File: src/rtl/nand_seq_pkg.sv
package nand_seq_pkg;

  typedef enum logic [2:0] {
    S_IDLE, S_WAIT, S_CMD, S_ADDR, S_WDAT, S_RDAT, S_FIN
  } seq_st_t;

  typedef enum logic [1:0] {
    P_SETUP, P_LOAD, P_LOW, P_HIGH
  } phase_t;

  localparam logic [7:0] OP_STATUS = 8'h70;
  localparam logic [7:0] OP_RESET  = 8'hFF;

  // Opcodes that may be issued while the target reports busy
  function automatic logic skips_ready(input logic [7:0] op);
    return (op == OP_STATUS) || (op == OP_RESET);
  endfunction

endpackage

File: src/rtl/nand_rb_sync.sv
module nand_rb_sync #(
  parameter int STAGES = 2
) (
  input  logic clk,
  input  logic rst_n,
  input  logic rb_raw,
  output logic rb_ok
);
  logic [STAGES-1:0] sh;

  always_ff @(posedge clk or negedge rst_n) begin
    if (!rst_n) sh <= '0;
    else        sh <= {sh[STAGES-2:0], rb_raw};
  end

  assign rb_ok = sh[STAGES-1];
endmodule

File: src/rtl/nand_phase_timer.sv
module nand_phase_timer
  import nand_seq_pkg::*;
#(
  parameter int TW = 4
) (
  input  logic          clk,
  input  logic          rst_n,
  input  logic          go,
  input  logic          load_first,
  input  logic          load_ok,
  input  logic [TW-1:0] t_lo,
  input  logic [TW-1:0] t_hi,
  output phase_t        ph,
  output logic          lo_last,
  output logic          cyc_end
);
  logic [TW-1:0] cnt;

  assign lo_last = (ph == P_LOW)  && (cnt == t_lo - 1'b1);
  assign cyc_end = (ph == P_HIGH) && (cnt == t_hi - 1'b1);

  always_ff @(posedge clk or negedge rst_n) begin
    if (!rst_n) begin
      ph  <= P_SETUP;
      cnt <= '0;
    end else if (!go) begin
      ph  <= P_SETUP;
      cnt <= '0;
    end else begin
      case (ph)
        P_SETUP: begin
          ph  <= load_first ? P_LOAD : P_LOW;
          cnt <= '0;
        end
        P_LOAD: if (load_ok) ph <= P_LOW;
        P_LOW: begin
          if (lo_last) begin
            ph  <= P_HIGH;
            cnt <= '0;
          end else cnt <= cnt + 1'b1;
        end
        default: begin
          if (cyc_end) begin
            ph  <= P_SETUP;
            cnt <= '0;
          end else cnt <= cnt + 1'b1;
        end
      endcase
    end
  end

  // once the strobe phase starts it lasts at least two clocks
  a_r7_low_min: assert property (@(posedge clk) disable iff (!rst_n)
    $rose(ph == P_LOW) |=> (ph == P_LOW));
  a_r7_high_min: assert property (@(posedge clk) disable iff (!rst_n)
    ($rose(ph == P_HIGH) && go) |=> (ph == P_HIGH));
endmodule

File: src/rtl/nand_seq_top.sv
module nand_seq_top
  import nand_seq_pkg::*;
#(
  parameter int BUS_W  = 16,
  parameter int LEN_W  = 12,
  parameter int TW     = 4,
  parameter int ADDR_W = 40,
  parameter int SYNC_N = 2
) (
  input  logic              clk,
  input  logic              rst_n,
  input  logic              start,
  input  logic [7:0]        op_code,
  input  logic [ADDR_W-1:0] op_addr,
  input  logic [2:0]        op_naddr,
  input  logic [LEN_W-1:0]  op_len,
  input  logic              op_write,
  input  logic [TW-1:0]     op_t_lo,
  input  logic [TW-1:0]     op_t_hi,
  output logic              idle,
  output logic              done,
  input  logic [BUS_W-1:0]  wr_data,
  input  logic              wr_valid,
  output logic              wr_ready,
  output logic [BUS_W-1:0]  rd_data,
  output logic              rd_valid,
  output logic              nand_ce_n,
  output logic              nand_cle,
  output logic              nand_ale,
  output logic              nand_we_n,
  output logic              nand_re_n,
  output logic [BUS_W-1:0]  nand_io_out,
  output logic              nand_io_oe,
  input  logic [BUS_W-1:0]  nand_io_in,
  input  logic              nand_rb_n
);
  localparam int ADDR_BYTES = ADDR_W / 8;

  function automatic logic [TW-1:0] clamp_w(input logic [TW-1:0] w);
    return (w < TW'(2)) ? TW'(2) : w;
  endfunction

  function automatic logic [2:0] clamp_na(input logic [2:0] n);
    return (n > 3'(ADDR_BYTES)) ? 3'(ADDR_BYTES) : n;
  endfunction

  function automatic logic [7:0] addr_byte(input logic [ADDR_W-1:0] a,
                                           input logic [LEN_W-1:0] i);
    return 8'(a >> {i, 3'b000});
  endfunction

  seq_st_t           st;
  logic [7:0]        r_code;
  logic [ADDR_W-1:0] r_addr;
  logic [2:0]        r_naddr;
  logic [LEN_W-1:0]  r_len;
  logic              r_wr;
  logic [TW-1:0]     r_tlo, r_thi;
  logic [LEN_W-1:0]  idx;
  logic [BUS_W-1:0]  wbuf;

  phase_t ph;
  logic   lo_last, cyc_end, go, rb_ok, take_word;
  seq_st_t data_st, after_cmd;
  logic    last_addr, last_data;

  nand_rb_sync #(.STAGES(SYNC_N)) u_sync (
    .clk(clk), .rst_n(rst_n), .rb_raw(nand_rb_n), .rb_ok(rb_ok));

  assign go = (st == S_CMD) || (st == S_ADDR) || (st == S_WDAT) || (st == S_RDAT);

  nand_phase_timer #(.TW(TW)) u_timer (
    .clk(clk), .rst_n(rst_n), .go(go),
    .load_first(st == S_WDAT), .load_ok(wr_valid),
    .t_lo(r_tlo), .t_hi(r_thi),
    .ph(ph), .lo_last(lo_last), .cyc_end(cyc_end));

  assign data_st   = (r_len == '0) ? S_FIN : (r_wr ? S_WDAT : S_RDAT);
  assign after_cmd = (r_naddr != 3'd0) ? S_ADDR : data_st;
  assign last_addr = (idx == LEN_W'(r_naddr) - 1'b1);
  assign last_data = (idx == r_len - 1'b1);
  assign take_word = wr_ready && wr_valid;

  always_ff @(posedge clk or negedge rst_n) begin
    if (!rst_n) begin
      st <= S_IDLE; r_code <= '0; r_addr <= '0; r_naddr <= '0; r_len <= '0;
      r_wr <= 1'b0; r_tlo <= TW'(2); r_thi <= TW'(2); idx <= '0; wbuf <= '0;
    end else begin
      if (take_word) wbuf <= wr_data;
      case (st)
        S_IDLE: if (start) begin
          r_code  <= op_code;
          r_addr  <= op_addr;
          r_naddr <= clamp_na(op_naddr);
          r_len   <= op_len;
          r_wr    <= op_write;
          r_tlo   <= clamp_w(op_t_lo);
          r_thi   <= clamp_w(op_t_hi);
          idx     <= '0;
          st      <= skips_ready(op_code) ? S_CMD : S_WAIT;
        end
        S_WAIT: if (rb_ok) st <= S_CMD;
        S_CMD: if (cyc_end) begin
          st  <= after_cmd;
          idx <= '0;
        end
        S_ADDR: if (cyc_end) begin
          if (last_addr) begin
            st  <= data_st;
            idx <= '0;
          end else idx <= idx + 1'b1;
        end
        S_WDAT, S_RDAT: if (cyc_end) begin
          if (last_data) st <= S_FIN;
          else           idx <= idx + 1'b1;
        end
        default: st <= S_IDLE;
      endcase
    end
  end

  always_ff @(posedge clk or negedge rst_n) begin
    if (!rst_n) begin
      rd_valid <= 1'b0;
      rd_data  <= '0;
    end else begin
      rd_valid <= (st == S_RDAT) && lo_last;
      if ((st == S_RDAT) && lo_last) rd_data <= nand_io_in;
    end
  end

  always_comb begin
    case (st)
      S_CMD:   nand_io_out = BUS_W'(r_code);
      S_ADDR:  nand_io_out = BUS_W'(addr_byte(r_addr, idx));
      S_WDAT:  nand_io_out = wbuf;
      default: nand_io_out = '0;
    endcase
  end

  assign nand_ce_n  = !go;
  assign nand_cle   = (st == S_CMD);
  assign nand_ale   = (st == S_ADDR);
  assign nand_we_n  = !(go && (ph == P_LOW) && (st != S_RDAT));
  assign nand_re_n  = !((ph == P_LOW) && (st == S_RDAT));
  assign nand_io_oe = (st == S_CMD) || (st == S_ADDR) || (st == S_WDAT);
  assign wr_ready   = (st == S_WDAT) && (ph == P_LOAD);
  assign idle       = (st == S_IDLE);
  assign done       = (st == S_FIN);

  // no chip-enable while idle
  a_r1_ce_idle: assert property (@(posedge clk) disable iff (!rst_n)
    idle |-> nand_ce_n);
  // a command strobe carries the latched opcode and no address latch
  a_r2_cmd_levels: assert property (@(posedge clk) disable iff (!rst_n)
    (!nand_we_n && nand_cle) |-> (!nand_ale && nand_io_out[7:0] == r_code));
  // leaving the wait state requires the synchronized ready
  a_r6_busy_wait: assert property (@(posedge clk) disable iff (!rst_n)
    (st == S_CMD && $past(st) == S_WAIT) |-> $past(rb_ok));
  // latch levels and read strobe never overlap
  a_r9_exclusive: assert property (@(posedge clk) disable iff (!rst_n)
    $onehot0({nand_cle, nand_ale, !nand_re_n}));
  // write and read strobes never both low
  a_r8_strobe_excl: assert property (@(posedge clk) disable iff (!rst_n)
    !(!nand_we_n && !nand_re_n));
  // done lasts one cycle with chip-enable released
  a_r10_done_pulse: assert property (@(posedge clk) disable iff (!rst_n)
    done |-> (nand_ce_n && nand_we_n && nand_re_n) ##1 !done);

  generate
    if (BUS_W > 8) begin : g_wide
      // upper lines zero in command and address cycles
      a_r4_upper_zero: assert property (@(posedge clk) disable iff (!rst_n)
        (nand_cle || nand_ale) |-> (nand_io_out[BUS_W-1:8] == '0));
    end
  endgenerate
endmodule

File: config.mk
export PLATFORM = sky130hd
export DESIGN_NAME = nand_seq_top
export DESIGN_NICKNAME = d
export VERILOG_FILES = /design/src/rtl/nand_seq_pkg.sv /design/src/rtl/nand_rb_sync.sv /design/src/rtl/nand_phase_timer.sv /design/src/rtl/nand_seq_top.sv
export SDC_FILE = /design/constraint.sdc
export NUM_CORES = 1
export LEC_CHECK = 0
export ABC_AREA = 0
export BUFFER_PORTS_ARGS = -buffer_cell sky130_fd_sc_hd__buf_2
export CORE_MARGIN = 8
export CORE_UTILIZATION = 45
export DETAILED_ROUTE_END_ITERATION = 10
export MAX_ROUTING_LAYER = met4
export PLACE_DENSITY = 0.68
export SETUP_SLACK_MARGIN = 0.2
export SYNTH_ARGS = -nofsm -noshare
export SYNTH_HDL_FRONTEND = slang
export SYNTH_SLANG_ARGS = --single-unit
File: constraint.sdc
create_clock -name clk -period 7.4 [get_ports clk]
set_input_delay 1.11 -clock clk [delete_from_list [all_inputs] [get_ports clk]]
set_output_delay 1.11 -clock clk [all_outputs]
set_load 0.005 [all_outputs]
==> impl_metrics.toml <==
[pwr]
swShare_pct = 37.4
seq_power_share_pct = 37.1
p_leak_nw = 4.10
pwr-share-clk_pct = 27.0
p_comb_share_pct = 35.9
p_switching_w = 0.00120
power_density_nw_per_um2 = 395
irDropWorstVdd_mv = 0.222
internal-power_w = 0.00200

[detailed_routing]
postRouteAntennaNets = 0
vias = 5592
drc = 0
drt_pass1_iterations = 5
wl_per_cell_um = 16.8
drt_iter0_markers = 418
vias_per_cell = 5.36
routed_wirelength_mm = 17.5

[yosys]
synth.area.top_cells = "dfrtp_1 (47%), nand2_1 (12%), mux2_2 (5.9%)"
yosys.area_share.simple_pct = 22.9
yosysSeqAreaShare_pct = 48.3
synth-compound-area-share_pct = 10.0
synth_common_cells = "nand2_1 (211), dfrtp_1 (126), mux2_2 (35)"
synth-xor-area-share_pct = 3.43
synth.yosys.warnings = 0
synth_area_um2 = 6640
synth_cell_types = 61
syn_nets = 834
synth_top_area_share_pct = 47.5
yosys_register_bits = 128
synth_area_leader_cell = "dfrtp_1"
synth_top_family_by_area = "simple AND/OR/NAND/NOR gates"
synth.area.mux_share_pct = 9.55
syn_area_per_cell_um2 = 9.31
synth_edf_count = 0
syn-instance-count = 713
synth.most_common_cell = "nand2_1"
async_reset_ff_share_pct = 100
yosys_most_used_dff = "dfrtp_1"
synth_fa_ha_area_share_pct = 2.26

[place]
place.gp.congestion = 0.859
placed_area_um2 = 7490
preCtsSetupSlack_ns = 3.88
hpwlAfterDp_mm = 12.4
portBuffers = 150

[grt]
grt_pass1_vias = 5608
grt_start_max_net_pins = 83
grt_pass1_wl_mm = 28.1
antenna_found_initial = 1
grt_overflow = 0
track_usage_pct = 19.3

[timing]
fin_crit_sh_pct = 52.6
hold_viol_final = 0
setup_ws_ns = 3.50
tightestPinTransition_ns = 1.23
fin_tns_setup_ns = 0
setup_viol = 0
clock_skew_ns = 0.00813
maxSlewViolCount = 0
layout_min_cycle_time_ns = 3.90
fmax_ghz = 0.257
grt_setup_unrepaired = "false"
relSlewSlack_pct = 17.5

[floorplan]
fp.dieArea_um2 = 18900
die-height_um = 137
core_area_um2 = 14500
start_util_pct = 45.9
die_width_um = 137
pin_count = 151
rows = 44

[setup_path]
arrival_ns = 2.79
crit_chain = "inv_1 -> nand2_1 -> nor2_1 -> a22oi_1 -> o21ai_0 -> buf_2"
slowest_delay_ns = 0.98
critPathSlowestCell = "nor2_1"
cp.required_ns = 6.29
critPathMaxFanout = 19
cp_num_buf_inv = 2
path_delay_family = "simple AND/OR/NAND/NOR gates"
critPathKind = "reg -> out"
cp-start-kind = "flip-flop"
endpoint_kind = "output pin"

[clocking]
path_clk_slew_ns = 0.06
h-tree-depth = 4
clockBufferDepth = 2
clock_latency_ns = 0.41
cts_root_buf = "clkbuf_16"
ctsResizeCount = 0
cts-buffers-inserted = 17
cts_tree = "built"
holdBufCountCts = 0
post_cts_buffers = 0
cts_num_sinks = 128

[cells_and_area]
nets = 967
syn_to_final_growth_pct = 22.1
drive_gt1_share_pct = 28.1
design_area_um2 = 8110

[hold_path]
hold_class = "reg -> reg"

[flow_run]
drv_cap = 0

[outcome]
outcome = "finished, final reports clean"
[per-stage QoR]
| step | utilization, % | hold WS, ns | power, W | instances |
|---|---|---|---|---|
| global route | 56.0 | 0.364 | 0.00342 | 1043 |
| global placement | 51.8 | 0.339 | 0.00232 | 1011 |
| CTS | 56.0 | 0.356 | 0.00322 | 1042 |
| floorplan | - | 0.331 | 0.00199 | 713 |
| detailed placement | 51.8 | 0.346 | 0.00233 | 1011 |
| finish | 56.0 | 0.352 | 0.00320 | 1043 |
[cells in the final DEF, fill, tap and decap left out, types with 6 or more instances in the layout]
cell type / count
nor2_1: 28
mux4_2: 8
a21oi_1: 20
nand2_1: 211
and2_1: 13
ha_1: 12
nor4_1: 9
dfrtp_1: 126
nand3_1: 13
buf_2: 149
xnor2_1: 13
nor3_1: 14
a22oi_1: 16
or3_1: 7
clkbuf_16: 17
mux2i_1: 6
xor2_1: 13
o21ai_0: 32
or4_1: 6
inv_1: 17
mux2_2: 35
[logic make-up (layout without fill, tap and decap cells)]
logic type               after synthesis  count (layout)
other                                  0               1
AO/OA/AOI/OAI                        103             103
multiplexers                          49              49
flip-flops                           128             128
adder cells (fa/ha/maj)               12              12
buffers and inverters                 58             203
AND/OR/NAND/NOR                      337             337
XOR/XNOR                              26              26
[worst reg2reg max path, cell delays in order, from the launching register on]
cell and delay (ns):
dfrtp_1 0.46, or4_1 0.68, or4_1 0.56, a21oi_1 0.20, nor3_2 0.09, nor4_2 0.72, o21ai_0 0.21, a21oi_1 0.17
[layer usage]
layer / up-vias / GRT usage [%] / wire length, um
met4: 0 / 5.37 / 211
met1: 2683 / 25.5 / 8210
met2: 173 / 29.0 / 8200
li1: 2721 / - / -
met3: 15 / 4.67 / 888
met5: - / - / 0
[sequential cells by signal, summed over array words and instances (netlist names), 8 cells and up]
register and count:
r_addr 40, rd_data 16, wbuf 16, idx 12, r_len 12, r_code 8
[power by group through the flow]
| stage | Clock (W) | Sequential, W | Combinational (W) |
|---|---|---|---|
| after floorplan | 0 | 0.00108 | 0.000911 |
| after global placement | 0 | 0.00119 | 0.00113 |
| after detailed placement | 0 | 0.00119 | 0.00115 |
| after CTS | 0.000878 | 0.00118 | 0.00115 |
| after global routing | 0.000905 | 0.00122 | 0.00129 |
| final | 0.000864 | 0.00119 | 0.00115 |
[area by class of cell]
cell class                      instances  area [um2]
Sequential cell                       128        3210
Clock inverter                         12         156
Timing Repair Buffer                  154         783
Tap cell                              184         230
Inverter                               18        67.6
Fill cell                            1352        6370
Antenna cell                            1        2.50
Multi-Input combinational cell        527        3210
Clock buffer                           19         453
[path summary, 6_finish.rpt]
check | depth (start not counted) | end | from | slack [ns]
setup reg to reg | 7 | idx[3] | r_len[5] | 4.23
setup / recovery | 6 | nand_io_out[0] | st[1] | 3.50
hold / removal | 0 | u_sync.sh[1] | u_sync.sh[0] | 0.35
min in group asynchronous | 1 | idx[5] | rst_n | 0.84
max in group asynchronous | 2 | r_thi[3] | rst_n | 5.25
hold reg to reg | 0 | u_sync.sh[1] | u_sync.sh[0] | 0.35
No activity file was read; power rests on OpenSTA's default activity.
